<file path="config.mk">
export PLATFORM = sky130hd
export DESIGN_NAME = serial_rx_unit
export DESIGN_NICKNAME = d
export VERILOG_FILES = /design/src/rtl/serial_rx_pkg.sv /design/src/rtl/serial_rx_sync.sv /design/src/rtl/serial_rx_frame.sv /design/src/rtl/serial_rx_status.sv /design/src/rtl/serial_rx_unit.sv
export SDC_FILE = /design/constraint.sdc
export NUM_CORES = 1
export LEC_CHECK = 0
export ABC_AREA = 0
export BUFFER_PORTS_ARGS = -buffer_cell sky130_fd_sc_hd__buf_2
export CELL_PAD_IN_SITES_DETAIL_PLACEMENT = 1
export CELL_PAD_IN_SITES_GLOBAL_PLACEMENT = 1
export CORE_MARGIN = 2
export CORE_UTILIZATION = 40
export CTS_BUF_LIST = sky130_fd_sc_hd__clkbuf_8 sky130_fd_sc_hd__clkbuf_16
export DETAILED_ROUTE_END_ITERATION = 16
export PLACE_DENSITY = 0.72
export REMOVE_ABC_BUFFERS = 1
export SLEW_MARGIN = 20
export SYNTH_ARGS = -nofsm -noshare
export SYNTH_HDL_FRONTEND = slang
export SYNTH_SLANG_ARGS = --single-unit
</file>
<file path="constraint.sdc">
create_clock -name clk -period 6.05 [get_ports clk]
set_input_delay 1.21 -clock clk [delete_from_list [all_inputs] [get_ports clk]]
set_output_delay 1.21 -clock clk [all_outputs]
set_load 0.05 [all_outputs]
</file>
<file path="src/rtl/serial_rx_pkg.sv">
package serial_rx_pkg;

    localparam int unsigned DW = 8;

    typedef enum logic [2:0] {
        ST_IDLE,
        ST_START,
        ST_DATA,
        ST_PAR,
        ST_STOP,
        ST_STOP2
    } rx_state_e;

    typedef struct packed {
        logic [DW-1:0] data;
        logic          par_bad;
        logic          stop_bad;
    } rx_result_t;

endpackage

</file>
<file path="src/rtl/serial_rx_sync.sv">
module serial_rx_sync #(
    parameter int unsigned STAGES    = 2,
    parameter logic        RESET_VAL = 1'b1
) (
    input  logic clk,
    input  logic rst_n,
    input  logic async_i,
    output logic sync_o
);
    logic [STAGES-1:0] chain_d, chain_q;

    always_comb begin
        chain_d = {chain_q[STAGES-2:0], async_i};
    end

    always_ff @(posedge clk or negedge rst_n) begin
        if (!rst_n) chain_q <= {STAGES{RESET_VAL}};
        else        chain_q <= chain_d;
    end

    assign sync_o = chain_q[STAGES-1];
endmodule

</file>
<file path="src/rtl/serial_rx_frame.sv">
module serial_rx_frame
    import serial_rx_pkg::*;
#(
    parameter int unsigned OVS = 16
) (
    input  logic       clk,
    input  logic       rst_n,
    input  logic       tick_i,
    input  logic       rxd_i,
    input  logic       run_i,
    input  logic       par_en_i,
    input  logic       par_odd_i,
    input  logic       two_stop_i,
    input  logic       len7_i,
    output logic       done_o,
    output rx_result_t res_o
);
    localparam int unsigned CW  = $clog2(OVS);
    localparam int unsigned BW  = $clog2(DW);
    localparam logic [CW-1:0] MID  = CW'(OVS/2 - 1);
    localparam logic [CW-1:0] LAST = CW'(OVS - 1);

    typedef struct packed {
        rx_state_e     st;
        logic [CW-1:0] cnt;
        logic [BW-1:0] idx;
        logic [DW-1:0] sr;
        logic          pbit;
        logic          prev;
    } frame_t;

    frame_t d, q;
    logic [BW-1:0] last_idx;
    logic          done;

    assign last_idx = len7_i ? BW'(DW-2) : BW'(DW-1);

    always_comb begin
        d    = q;
        done = 1'b0;
        if (tick_i) d.prev = rxd_i;
        unique case (q.st)
            ST_IDLE: begin
                if (run_i && tick_i && q.prev && !rxd_i) begin
                    d.st  = ST_START;
                    d.cnt = '0;
                    d.sr  = '0;
                end
            end
            ST_START: begin
                if (tick_i) begin
                    if (q.cnt == MID) begin
                        d.cnt = '0;
                        d.idx = '0;
                        d.st  = rxd_i ? ST_IDLE : ST_DATA;
                    end else begin
                        d.cnt = q.cnt + 1'b1;
                    end
                end
            end
            ST_DATA: begin
                if (tick_i) begin
                    if (q.cnt == LAST) begin
                        d.cnt        = '0;
                        d.sr[q.idx]  = rxd_i;
                        if (q.idx == last_idx) d.st = par_en_i ? ST_PAR : ST_STOP;
                        else                   d.idx = q.idx + 1'b1;
                    end else begin
                        d.cnt = q.cnt + 1'b1;
                    end
                end
            end
            ST_PAR: begin
                if (tick_i) begin
                    if (q.cnt == LAST) begin
                        d.cnt  = '0;
                        d.pbit = rxd_i;
                        d.st   = ST_STOP;
                    end else begin
                        d.cnt = q.cnt + 1'b1;
                    end
                end
            end
            ST_STOP: begin
                if (tick_i) begin
                    if (q.cnt == LAST) begin
                        done  = 1'b1;
                        d.cnt = '0;
                        d.st  = two_stop_i ? ST_STOP2 : ST_IDLE;
                    end else begin
                        d.cnt = q.cnt + 1'b1;
                    end
                end
            end
            ST_STOP2: begin
                if (tick_i) begin
                    if (q.cnt == LAST) d.st = ST_IDLE;
                    else               d.cnt = q.cnt + 1'b1;
                end
            end
            default: d.st = ST_IDLE;
        endcase
        if (!run_i) d.st = ST_IDLE;
    end

    always_ff @(posedge clk or negedge rst_n) begin
        if (!rst_n) begin
            q      <= '0;
            q.st   <= ST_IDLE;
            q.prev <= 1'b1;
        end else begin
            q <= d;
        end
    end

    assign done_o         = done && run_i;
    assign res_o.data     = q.sr;
    assign res_o.stop_bad = !rxd_i;
    assign res_o.par_bad  = par_en_i && ((^q.sr ^ q.pbit) != par_odd_i);
endmodule

</file>
<file path="src/rtl/serial_rx_status.sv">
module serial_rx_status
    import serial_rx_pkg::*;
(
    input  logic          clk,
    input  logic          rst_n,
    input  logic          done_i,
    input  rx_result_t    res_i,
    input  logic          rd_i,
    input  logic          clr_full_i,
    input  logic          clr_ovr_i,
    input  logic          clr_frm_i,
    input  logic          clr_par_i,
    output logic [DW-1:0] rdr_o,
    output logic          full_o,
    output logic          ovr_o,
    output logic          frm_o,
    output logic          par_o
);
    typedef struct packed {
        logic [DW-1:0] rdr;
        logic          full;
        logic          rd_seen;
        logic          ovr;
        logic          frm;
        logic          par;
    } status_t;

    status_t d, q;

    always_comb begin
        d = q;
        if (rd_i && q.full) d.rd_seen = 1'b1;
        if (clr_full_i && q.rd_seen) begin
            d.full    = 1'b0;
            d.rd_seen = 1'b0;
        end
        if (clr_ovr_i) d.ovr = 1'b0;
        if (clr_frm_i) d.frm = 1'b0;
        if (clr_par_i) d.par = 1'b0;
        if (done_i) begin
            if (q.full) d.ovr = 1'b1;
            else        d.rdr = res_i.data;
            if (res_i.stop_bad) d.frm = 1'b1;
            if (res_i.par_bad)  d.par = 1'b1;
            if (!q.full && !res_i.stop_bad && !res_i.par_bad) begin
                d.full    = 1'b1;
                d.rd_seen = 1'b0;
            end
        end
    end

    always_ff @(posedge clk or negedge rst_n) begin
        if (!rst_n) q <= '0;
        else        q <= d;
    end

    assign rdr_o  = q.rdr;
    assign full_o = q.full;
    assign ovr_o  = q.ovr;
    assign frm_o  = q.frm;
    assign par_o  = q.par;
endmodule

</file>
<file path="src/rtl/serial_rx_unit.sv">
module serial_rx_unit
    import serial_rx_pkg::*;
#(
    parameter int unsigned OVS         = 16,
    parameter int unsigned SYNC_STAGES = 2
) (
    input  logic          clk,
    input  logic          rst_n,
    input  logic          baud_tick_i,
    input  logic          rxd_i,
    input  logic          rx_en_i,
    input  logic          irq_en_i,
    input  logic          par_en_i,
    input  logic          par_odd_i,
    input  logic          two_stop_i,
    input  logic          len7_i,
    input  logic          rd_data_i,
    input  logic          clr_full_i,
    input  logic          clr_ovr_i,
    input  logic          clr_frm_i,
    input  logic          clr_par_i,
    output logic [DW-1:0] data_o,
    output logic          full_o,
    output logic          ovr_err_o,
    output logic          frm_err_o,
    output logic          par_err_o,
    output logic          irq_rx_o,
    output logic          irq_err_o
);
    logic       rxd_s;
    logic       done;
    logic       run;
    logic       any_err;
    rx_result_t res;

    serial_rx_sync #(.STAGES(SYNC_STAGES), .RESET_VAL(1'b1)) u_sync (
        .clk     (clk),
        .rst_n   (rst_n),
        .async_i (rxd_i),
        .sync_o  (rxd_s)
    );

    assign any_err = ovr_err_o || frm_err_o || par_err_o;
    assign run     = rx_en_i && !any_err;

    serial_rx_frame #(.OVS(OVS)) u_frame (
        .clk        (clk),
        .rst_n      (rst_n),
        .tick_i     (baud_tick_i),
        .rxd_i      (rxd_s),
        .run_i      (run),
        .par_en_i   (par_en_i),
        .par_odd_i  (par_odd_i),
        .two_stop_i (two_stop_i),
        .len7_i     (len7_i),
        .done_o     (done),
        .res_o      (res)
    );

    serial_rx_status u_status (
        .clk        (clk),
        .rst_n      (rst_n),
        .done_i     (done),
        .res_i      (res),
        .rd_i       (rd_data_i),
        .clr_full_i (clr_full_i),
        .clr_ovr_i  (clr_ovr_i),
        .clr_frm_i  (clr_frm_i),
        .clr_par_i  (clr_par_i),
        .rdr_o      (data_o),
        .full_o     (full_o),
        .ovr_o      (ovr_err_o),
        .frm_o      (frm_err_o),
        .par_o      (par_err_o)
    );

    assign irq_rx_o  = full_o && irq_en_i;
    assign irq_err_o = any_err && irq_en_i;
endmodule

</file>
==> run metrics <==
fin nets about 240; startpoint types input port; final setup fails 0; FF-to-FF Start u_frame.q[17]$_DFFE_PN0P_; Reg clk slew, reported paths ~70 ps; Worst-Margin Slew just under 800 ps; number of CTS-inserted buffers 5; synth unique cells 50; Root Buffer clkbuf_8; ys async rst share between 90% and 100%; Final Hold Slack between 300 and 400 ps; Tmin final roughly 2900 ps; Mapped Cells between 200 and 250; Initial Util approximately two fifths; Net Sw Frac a little over a quarter; area leader, netlist dfrtp_1; grt ovf 0; TNS Setup 0 ps; placed instance count roughly 280; Post-synth top flop dfrtp_1; WL per Instance around 16 µm; Initial DRC Count between 100 and 150; Util after Layout between 40% and 50%; Comb pwr share 9.4%; fin. max-slew vios 0; Vias/cell around 5.5; slack of the critical path around 3200 ps; post-route design area approximately 2200 µm²; clk_lat worst skew 280 ps; layout cell share with drive strength beyond 1 26.5%; kind of critical path in -> out; Fin. Hold Viols 0; r2r setup slk about 3600 ps; # port buffers 28; synth top area cells dfrtp_1 40%, mux2_2 6.8%, o21ai_0 4.3%; Peak VDD IR 0.124 mV; Yosys Warn Count 0; CTS tree built; final WL between 4 and 5 mm; most frequent cell after synthesis dfrtp_1; Layout Skew around 5.4 ps; placed cell area 2130 µm²; Mapped Area ~2000 µm²; synth-to-layout area growth 10.7%; overall routing resource usage 18.4%; r2r worst-path depth 5; hold crit path type reg -> reg; total I/O pin count 29; CTS Hold Bufs 0; Pint ~0.34 mW; Post-DP HPWL between 3 and 4 mm; Initial DRT Pass Iterations 4; post_cts resized 0; share of total power in sequential cells 54.7%; H-tree Lvls 2; period utilization between 40% and 50%; sequential cell area fraction in the yosys report roughly 44%; Seq cells post-synth 35; maximum root-to-sink buffer count 2; antenna-violating nets left 0; Synth top area share between 40% and 50%; Die ar. 5580 µm²; Die Width between 70 and 80 µm; fmax ~0.35 GHz; synth cell count leaders 32 x dfrtp_1, 17 x o21ai_0, 15 x nand2_1; status completed; Max Cap Viol 0; post-synthesis average cell area 9.79 µm²; Slew HR 47.2%; gpl congestion around 0.80; Leak Pwr 1.04 nW; vias in the first global route between 1500 and 2000; required time at the worst-slack endpoint 4840 ps; worst slack at placement 2890 ps; Post CTS Setup Buffer Count 0; Hold Path Cell Cnt 0; drt drc 0; Design Power ~0.46 mW; antenna cells 0; Power per Cell Area about 210 nW/µm²; Clock power frac a little over a third; Sink Count 35; Hold Crit Start u_sync.chain_q[0]$_DFF_PN1_; final std cells w/o fill 290; Worst Hold End u_sync.chain_q[1]$_DFF_PN1_; row count 25; NetSw ~0.12 mW; first-pass GRT wire length between 7 and 8 mm; largest net degree at the start of global routing 36; initial antenna violation count 0; number of synthesized flops with an enable pin 0; core area roughly 4800 µm²; Critical Path Sink Type output port; Critical R2R Capture u_status.rdr_o[0]$_DFFE_PN0P_; die height between 70 and 80 µm; RSZ-0062 raised after global routing no; Crit Path Max Fanout 2; CP Data Arrival Time around 1700 ps; vias 1583
-- worst max-delay path: stages --
cell and delay [ps]:
buf_2 80, o31a_1 110, buf_2 250
-- power groups by stage --
stage / clock (mW) / combinational, mW / sequential [mW]
detailed placement: 0 / 0.0433 / 0.255
CTS: 0.169 / 0.0438 / 0.250
global route: 0.181 / 0.0480 / 0.251
finish: 0.163 / 0.0431 / 0.250
global placement: 0 / 0.0427 / 0.254
floorplan: 0 / 0.0233 / 0.255
-- state kept, by name, summed over array words and instances, names as in the netlist --
register / cells
u_status.q: 1
u_status.frm_o: 1
u_frame.q: 12
u_status.rdr_o: 8
u_status.ovr_o: 1
u_status.par_o: 1
u_sync.chain_q: 2
u_status.full_o: 1
u_frame.res_o: 8
-- logic make-up after synthesis --
| family | count (synthesis) | synth area share, % |
|---|---|---|
| buffers and inverters | 26 | 6.39 |
| AOI/OAI and AO/OA | 59 | 20.2 |
| and+or+nand+nor | 61 | 16.7 |
| xor gates and xnor gates | 9 | 4.63 |
| muxes | 12 | 6.76 |
| DFF | 35 | 44.0 |
| adders and majority gates | 2 | 1.25 |
-- cells in the final DEF (no fill, tap or decap), drive strengths merged, types with 4 or more instances in the layout --
master,Yosys,layout
o31ai,4,4
inv,9,9
nor2,8,8
a31oi,5,5
nor3,5,5
xnor2,5,5
o22ai,4,4
nand3,5,5
mux2,12,12
nand2,15,15
a22o,5,5
nand4,4,4
o21ai,18,18
a21oi,8,8
nand2b,4,4
dfrtp,32,32
buf,9,28
clkbuf,8,5
-- metal layers --
| metal | GRT usage (%) | up-vias | wire length (µm) |
|---|---|---|---|
| met5 | 0 | - | 0 |
| met4 | 4.76 | 0 | 36 |
| met3 | 4.55 | 4 | 162 |
| met2 | 31.5 | 24 | 2250 |
| met1 | 23.4 | 780 | 2270 |
| li1 | - | 775 | - |
-- final cells by class --
type | instances | area, µm²
fill | 558 | 2570
multi-input combinational | 143 | 991
sequential | 35 | 880
timing repair buffer | 28 | 140
tap | 67 | 83.8
clock buffer | 5 | 68.8
inverter | 9 | 33.8
clock inverter | 3 | 15.0
-- worst max path at each step --
| stage | from | end | cells after the start |
|---|---|---|---|
| 6_report | irq_en_i | irq_err_o | 3 |
| 5_1_grt | rx_en_i | u_frame.res_o[6]$_DFFE_PN0P_ | 6 |
| 4_1_cts | irq_en_i | irq_err_o | 3 |
| 3_5_place_dp | rx_en_i | u_frame.res_o[2]$_DFFE_PN0P_ | 6 |
| 3_3_place_gp | rx_en_i | u_frame.res_o[6]$_DFFE_PN0P_ | 6 |
| 2_1_floorplan | rx_en_i | u_frame.res_o[2]$_DFFE_PN0P_ | 5 |
No activity file was read; power rests on OpenSTA's default activity.
